`src/rtl/spi_chunk_pkg.sv`:
```
package spi_chunk_pkg;

  // Sequencer phases of one exchange
  typedef enum logic [2:0] {
    ST_IDLE,   // chip select released, waiting for start
    ST_PLAN,   // compute the split of the next round
    ST_FILL,   // gather send bytes of the round
    ST_KICK,   // one-cycle burst start
    ST_WAIT,   // wait for engine completion or timeout
    ST_DRAIN   // hand out receive bytes of the round
  } seq_state_t;

endpackage

```
`src/rtl/spi_round_plan.sv`:
```
module spi_round_plan #(
  parameter int CNT_W  = 8,
  parameter int LANES  = 4,
  parameter int LANE_W = $clog2(LANES + 1)
) (
  input  logic [CNT_W-1:0]  wr_left,
  input  logic [CNT_W-1:0]  rd_left,
  output logic [LANE_W-1:0] n_wr,
  output logic [LANE_W-1:0] n_rd,
  output logic              has_work
);

  logic [LANE_W-1:0] room;

  always_comb begin
    // send bytes take precedence for the lanes of a round
    if (wr_left >= CNT_W'(LANES)) begin
      n_wr = LANE_W'(LANES);
    end else begin
      n_wr = wr_left[LANE_W-1:0];
    end
    room = LANE_W'(LANES) - n_wr;
    // leftover lanes go to receive bytes
    if (rd_left >= CNT_W'(room)) begin
      n_rd = room;
    end else begin
      n_rd = rd_left[LANE_W-1:0];
    end
    has_work = (n_wr != '0) || (n_rd != '0);
  end

endmodule

```
`src/rtl/spi_tx_packer.sv`:
```
module spi_tx_packer #(
  parameter int LANES  = 4,
  parameter int SLOT_W = $clog2(LANES),
  parameter int WORD_W = LANES * 8
) (
  input  logic              clk,
  input  logic              rst_n,
  input  logic              clr,
  input  logic              push,
  input  logic [SLOT_W-1:0] slot,
  input  logic [7:0]        din,
  output logic [WORD_W-1:0] word
);

  logic [7:0] lane_q [LANES];

  for (genvar g = 0; g < LANES; g++) begin : g_lane
    logic lane_en;
    assign lane_en = clr || (push && (slot == SLOT_W'(g)));

    always_ff @(posedge clk or negedge rst_n) begin
      if (!rst_n) begin
        lane_q[g] <= '0;
      end else if (lane_en) begin
        lane_q[g] <= clr ? 8'h00 : din;
      end
    end

    assign word[g*8 +: 8] = lane_q[g];
  end

endmodule

```
`src/rtl/spi_rx_unpacker.sv`:
```
module spi_rx_unpacker #(
  parameter int LANES  = 4,
  parameter int SLOT_W = $clog2(LANES),
  parameter int WORD_W = LANES * 8
) (
  input  logic              clk,
  input  logic              rst_n,
  input  logic              cap,
  input  logic [WORD_W-1:0] rx_in,
  input  logic [SLOT_W-1:0] slot,
  output logic [7:0]        dout
);

  logic [7:0] lane_q [LANES];

  for (genvar g = 0; g < LANES; g++) begin : g_lane
    always_ff @(posedge clk or negedge rst_n) begin
      if (!rst_n) begin
        lane_q[g] <= '0;
      end else if (cap) begin
        lane_q[g] <= rx_in[g*8 +: 8];
      end
    end
  end

  assign dout = lane_q[slot];

endmodule

```
`src/rtl/spi_chunk_seq.sv`:
```
module spi_chunk_seq
  import spi_chunk_pkg::*;
#(
  parameter int CNT_W      = 8,
  parameter int LANES      = 4,
  parameter int TMO_CYCLES = 1000,
  localparam int WORD_W    = LANES * 8,
  localparam int BITS_W    = $clog2(WORD_W + 1)
) (
  input  logic              clk,
  input  logic              rst_n,
  input  logic              start,
  input  logic [CNT_W-1:0]  wr_count,
  input  logic [CNT_W-1:0]  rd_count,
  output logic              busy,
  output logic              error,
  output logic              cs_n,
  input  logic              wr_valid,
  output logic              wr_ready,
  input  logic [7:0]        wr_data,
  output logic              rd_valid,
  input  logic              rd_ready,
  output logic [7:0]        rd_data,
  output logic              eng_start,
  output logic [BITS_W-1:0] eng_bits,
  output logic [WORD_W-1:0] eng_tx,
  input  logic              eng_done,
  input  logic [WORD_W-1:0] eng_rx
);

  localparam int LANE_W = $clog2(LANES + 1);
  localparam int SLOT_W = $clog2(LANES);
  localparam int TMO_W  = $clog2(TMO_CYCLES + 1);

  seq_state_t        state_q, state_d;
  logic [CNT_W-1:0]  wr_left_q, wr_left_d;
  logic [CNT_W-1:0]  rd_left_q, rd_left_d;
  logic [LANE_W-1:0] nw_q, nw_d;
  logic [LANE_W-1:0] nr_q, nr_d;
  logic [LANE_W-1:0] idx_q, idx_d;
  logic [TMO_W-1:0]  tmo_q, tmo_d;
  logic              err_q, err_d;
  logic              cs_n_q, cs_n_d;

  logic [LANE_W-1:0] plan_nw, plan_nr;
  logic              plan_work;
  logic [LANE_W-1:0] tot;
  logic              tx_clr, tx_push, rx_cap;
  logic [SLOT_W-1:0] tx_slot, rx_slot;

  spi_round_plan #(
    .CNT_W (CNT_W),
    .LANES (LANES),
    .LANE_W(LANE_W)
  ) u_plan (
    .wr_left (wr_left_q),
    .rd_left (rd_left_q),
    .n_wr    (plan_nw),
    .n_rd    (plan_nr),
    .has_work(plan_work)
  );

  assign tot     = nw_q + nr_q;
  assign tx_slot = SLOT_W'(tot - idx_q - LANE_W'(1));
  assign rx_slot = SLOT_W'(nr_q - idx_q - LANE_W'(1));

  spi_tx_packer #(.LANES(LANES)) u_pack (
    .clk  (clk),
    .rst_n(rst_n),
    .clr  (tx_clr),
    .push (tx_push),
    .slot (tx_slot),
    .din  (wr_data),
    .word (eng_tx)
  );

  spi_rx_unpacker #(.LANES(LANES)) u_unpack (
    .clk  (clk),
    .rst_n(rst_n),
    .cap  (rx_cap),
    .rx_in(eng_rx),
    .slot (rx_slot),
    .dout (rd_data)
  );

  // next-state logic
  always_comb begin
    state_d   = state_q;
    wr_left_d = wr_left_q;
    rd_left_d = rd_left_q;
    nw_d      = nw_q;
    nr_d      = nr_q;
    idx_d     = idx_q;
    tmo_d     = tmo_q;
    err_d     = err_q;
    tx_clr    = 1'b0;
    tx_push   = 1'b0;
    rx_cap    = 1'b0;
    unique case (state_q)
      ST_IDLE: begin
        if (start) begin
          wr_left_d = wr_count;
          rd_left_d = rd_count;
          err_d     = 1'b0;
          state_d   = ST_PLAN;
        end
      end
      ST_PLAN: begin
        if (plan_work) begin
          nw_d      = plan_nw;
          nr_d      = plan_nr;
          wr_left_d = wr_left_q - CNT_W'(plan_nw);
          rd_left_d = rd_left_q - CNT_W'(plan_nr);
          idx_d     = '0;
          tx_clr    = 1'b1;
          state_d   = (plan_nw != '0) ? ST_FILL : ST_KICK;
        end else begin
          state_d = ST_IDLE;
        end
      end
      ST_FILL: begin
        if (wr_valid) begin
          tx_push = 1'b1;
          idx_d   = idx_q + LANE_W'(1);
          if (idx_q == nw_q - LANE_W'(1)) begin
            state_d = ST_KICK;
          end
        end
      end
      ST_KICK: begin
        tmo_d   = '0;
        state_d = ST_WAIT;
      end
      ST_WAIT: begin
        if (eng_done) begin
          rx_cap  = 1'b1;
          idx_d   = '0;
          state_d = (nr_q != '0) ? ST_DRAIN : ST_PLAN;
        end else if (tmo_q == TMO_W'(TMO_CYCLES - 1)) begin
          err_d   = 1'b1;
          state_d = ST_IDLE;
        end else begin
          tmo_d = tmo_q + TMO_W'(1);
        end
      end
      ST_DRAIN: begin
        if (rd_ready) begin
          idx_d = idx_q + LANE_W'(1);
          if (idx_q == nr_q - LANE_W'(1)) begin
            state_d = ST_PLAN;
          end
        end
      end
      default: state_d = ST_IDLE;
    endcase
    cs_n_d = (state_d == ST_IDLE);
  end

  // state registers
  always_ff @(posedge clk or negedge rst_n) begin
    if (!rst_n) begin
      state_q   <= ST_IDLE;
      wr_left_q <= '0;
      rd_left_q <= '0;
      nw_q      <= '0;
      nr_q      <= '0;
      idx_q     <= '0;
      tmo_q     <= '0;
      err_q     <= 1'b0;
      cs_n_q    <= 1'b1;
    end else begin
      state_q   <= state_d;
      wr_left_q <= wr_left_d;
      rd_left_q <= rd_left_d;
      nw_q      <= nw_d;
      nr_q      <= nr_d;
      idx_q     <= idx_d;
      tmo_q     <= tmo_d;
      err_q     <= err_d;
      cs_n_q    <= cs_n_d;
    end
  end

  assign busy      = (state_q != ST_IDLE);
  assign error     = err_q;
  assign cs_n      = cs_n_q;
  assign wr_ready  = (state_q == ST_FILL);
  assign rd_valid  = (state_q == ST_DRAIN);
  assign eng_start = (state_q == ST_KICK);
  assign eng_bits  = BITS_W'(tot) * BITS_W'(8);

endmodule

```
`config.mk`:
```
export PLATFORM = sky130hd
export DESIGN_NAME = spi_chunk_seq
export DESIGN_NICKNAME = d
export VERILOG_FILES = /design/src/rtl/spi_chunk_pkg.sv /design/src/rtl/spi_round_plan.sv /design/src/rtl/spi_tx_packer.sv /design/src/rtl/spi_rx_unpacker.sv /design/src/rtl/spi_chunk_seq.sv
export SDC_FILE = /design/constraint.sdc
export NUM_CORES = 1
export LEC_CHECK = 0
export BUFFER_PORTS_ARGS = -buffer_cell sky130_fd_sc_hd__buf_2
export CAP_MARGIN = 20
export CORE_MARGIN = 2
export CORE_UTILIZATION = 38
export CTS_CLUSTER_DIAMETER = 100
export DETAILED_ROUTE_END_ITERATION = 12
export PLACE_DENSITY_LB_ADDON = 0.2
export SKIP_LAST_GASP = 1
export SYNTH_ARGS = -nofsm -noshare
export SYNTH_HDL_FRONTEND = slang
export SYNTH_HIERARCHICAL = 1
export SYNTH_SLANG_ARGS = --single-unit
```
`constraint.sdc`:
```
create_clock -name clk -period 8.1 [get_ports clk]
set_clock_uncertainty 0.15 [all_clocks]
set_input_delay 0.405 -clock clk [delete_from_list [all_inputs] [get_ports clk]]
set_output_delay 0.405 -clock clk [all_outputs]
set_load 0.005 [all_outputs]
```
==> results.md <==
- sequential cell area fraction in the yosys report: 45.40%
- slew at the pin closest to its max-slew limit: 1.098 ns
- # nets final: 692
- kind of launch point of the worst setup path: flip-flop
- launch point of the critical path: wr_left_q[6]
- Cell variety after synth: 63
- setup violators final: 0
- CTS Root Cell: sky130_fd_sc_hd__clkbuf_16
- #FFs+latches synth: 104
- antenna violations before repair: 0
- HP Start: start
- WL final: 12920 um
- highest clock frequency the design can meet: 209.6 MHz
- First-pass DRT Iterations: 4
- critical path's most frequent cell: sky130_fd_sc_hd__ha_1
- number of global-route vias before repair: 4294
- core outline area: 0.01464 mm2
- cell with the most instances after synthesis: sky130_fd_sc_hd__dfrtp_1
- setup TNS after final layout: 0 ns
- register clock-pin slew on the reported worst setup and hold paths: 0.08 ns
- CTS tree: built
- GRT Overall Usage: 16.76%
- library cell with the largest summed area after synthesis: sky130_fd_sc_hd__dfrtp_1
- layout cell share with drive strength beyond 1: 30.23%
- period utilisation layout: 58.91%
- maximum count of clock buffers along a single path: 2
- ordered list of cells on the worst path: or4_4, nor3_4, nand2_1, ha_1, ha_1, ha_1, o21ai_0, a21oi_1, nor4_4, mux2i_1, mux2i_1, or3_1, or4b_1, nand4_1
- post-synthesis instance area: 0.005736 mm2
- result of the run: finished clean
- Pwr Density: 332.8 mW/mm2
- mean post-synth cell area: 11.27 um2
- worst slew slack as a fraction of its limit: 26.27%
- clock insertion delay at the later pin of the skew report: 0.35 ns
- static leakage: 3.298 nW
- remaining global-route overflow: 0
- cts bufs inserted: 9
- maximum fanout along the worst path: 25
- # rows: 44
- initial standard-cell utilization of the core: 39.17%
- class of the most critical hold timing path: in -> reg
- share of the synthesized area in the top cell type: 44.94%
- proportion of register bits with asynchronous set or reset after synthesis: 100.0%
- width of the chip: 126.9 um
- slowest stage cell, crit path: sky130_fd_sc_hd__or3_1
- H-tree depth: 3
- RSZ-0062 raised after global routing: false
- arrival time of data at the critical path endpoint: 4.91 ns
- vias post-DR: 4077
- critical path capture point type: flip-flop
- remaining design rule violation count: 0
- violation count after the first detailed-route iteration: 190
- global placer's final weighted congestion: 0.7845
- largest net degree at the start of global routing: 57
- sinks on the clock net: 104
- most common flop cell mapped by yosys: sky130_fd_sc_hd__dfrtp_1
- setup fix buffers added after clock tree synthesis: 0
- DIE AREA: 0.01609 mm2
- Top Ports: 114
- Max IR drop VDD: 139.6 uV
- register-to-register setup slack: 3.33 ns
- growth of design area from synthesis to finish: 16.32%
- dominant cells by area after synthesis: sky130_fd_sc_hd__dfrtp_1 (45%), sky130_fd_sc_hd__mux2i_1 (6.8%), sky130_fd_sc_hd__mux2_2 (5.9%)
- worst setup path class: reg -> reg
- average vias per placed instance: 5.122
- number of max-cap violations: 0
- EDFF count, synth: 0
- Power Total: 2.220 mW
- Min Clock Period, post-route: 4.772 ns
- WP buf/inv: 0
- commonest cells in the synthesized netlist: sky130_fd_sc_hd__dfrtp_1 (103), sky130_fd_sc_hd__nand2b_1 (44), sky130_fd_sc_hd__mux2i_1 (39)
- Reg-to-Reg Start: wr_left_q[6]
- required time of the critical path: 8.24 ns
- count of cells resized by post-cts repair: 0
- wire length of the first global-routing pass: 21620 um
- number of port buffers: 110
- YS warnings: 6
- Slew Limit Fails: 0
- biggest cell delay along the critical path: 0.65 ns
- post-route antenna net violation count: 0
- instance count of the mapped netlist: 509
- Routed wire per std cell: 16.23 um
- number of failing hold endpoints at the final stage: 0
- DPL Wire Length: 9258 um
- die outline height: 126.9 um
- fill cell total of the finished layout: 1408
- Inserted Diodes: 0
- cell class contributing the biggest share of worst-path delay: simple AND/OR/NAND/NOR gates
-- state kept, by name, summed over array words and instances (netlist names) --
name,flops
tmo_q,10
nr_q,3
nw_q,3
wr_left_q,8
idx_q,3
state_q,3
error,1
cs_n,1
rd_left_q,8
u_unpack/lane_q,32
u_pack/word,32
-- per-layer routing --
layer / GRT usage [%] / up-vias / routed length [um]
met5: 0 / - / 0
met4: 4.331 / 0 / 155
met3: 4.260 / 13 / 670
met2: 27.99 / 73 / 6329
met1: 21.82 / 1986 / 5768
li1: - / 2005 / -
-- area by class of cell --
| type | count | area [um2] | share of cell area (%) |
|---|---|---|---|
| multi-input combinational | 353 | 2875 | 43.10 |
| clock buffer | 10 | 239.0 | 3.582 |
| tap | 184 | 230.2 | 3.451 |
| sequential | 104 | 2604 | 39.03 |
| clock inverter | 5 | 40.04 | 0.6001 |
| inverter | 26 | 97.59 | 1.463 |
| timing repair buffer | 114 | 585.6 | 8.777 |
-- cells by family (layout without fill, tap and decap cells) --
logic type,after synthesis,count (layout),share of synthesized area (%)
simple gates,155,155,16.06
fa+ha+maj,22,22,5.192
other cells,1,3,0.06538
compound gates,72,72,8.770
buf+inv,54,155,4.690
mux,80,80,16.62
xor+xnor,21,21,3.207
flops,104,104,45.40
-- stage by stage --
stage / instances / hold WS [ns] / instance area [um2] / setup slack [ns] / util (%)
after CTS: 796 / 0.1186 / 6671 / 3.280 / 45.56
after floorplan: 511 / -0.04059 / 5743 / 3.952 / -
after global routing: 796 / 0.1247 / 6671 / 2.874 / 45.56
final: 796 / 0.1204 / 6671 / 3.328 / 45.56
after global placement: 780 / 0.3327 / 6382 / 3.467 / 43.58
after detailed placement: 780 / 0.3405 / 6382 / 3.314 / 43.58
-- cells in the final DEF (no fill, tap or decap), types with 8 or more instances in the layout --
cell	synthesis	layout
sky130_fd_sc_hd__mux4_2	8	8
sky130_fd_sc_hd__inv_1	24	24
sky130_fd_sc_hd__mux2i_1	39	39
sky130_fd_sc_hd__clkbuf_16	0	9
sky130_fd_sc_hd__xor2_1	8	8
sky130_fd_sc_hd__ha_1	19	19
sky130_fd_sc_hd__xnor2_1	13	13
sky130_fd_sc_hd__o21ai_0	17	17
sky130_fd_sc_hd__nand2_1	28	28
sky130_fd_sc_hd__buf_2	3	109
sky130_fd_sc_hd__nand3_1	14	14
sky130_fd_sc_hd__nor2_1	24	24
sky130_fd_sc_hd__mux2_2	30	30
sky130_fd_sc_hd__dfrtp_1	103	103
sky130_fd_sc_hd__a21oi_1	19	19
sky130_fd_sc_hd__nand2b_1	44	44
-- path summary, 6_finish.rpt --
kind	endpoint	cells past startpoint
worst max-delay path	rd_left_q[7]	14
worst min-delay path	error	2
worst max register to register	rd_left_q[7]	14
worst min register to register	u_unpack/lane_q[12]	1
max in group asynchronous	u_unpack/lane_q[9]	3
min in group asynchronous	rd_left_q[6]	2
-- power by group --
part	switching [mW]	internal [mW]
Sequential	0.170	0.727
Combinational	0.443	0.461
Clock	0.201	0.218
Total	0.814	1.41
-- what timing repair did --
| item | in CTS | in global routing |
|---|---|---|
| endpoints found under the setup margin | 0 | 0 |
| hold buffers | 1 | 0 |
| endpoints found under the hold margin | 47 | 0 |
No activity file was read; power rests on OpenSTA's default activity.
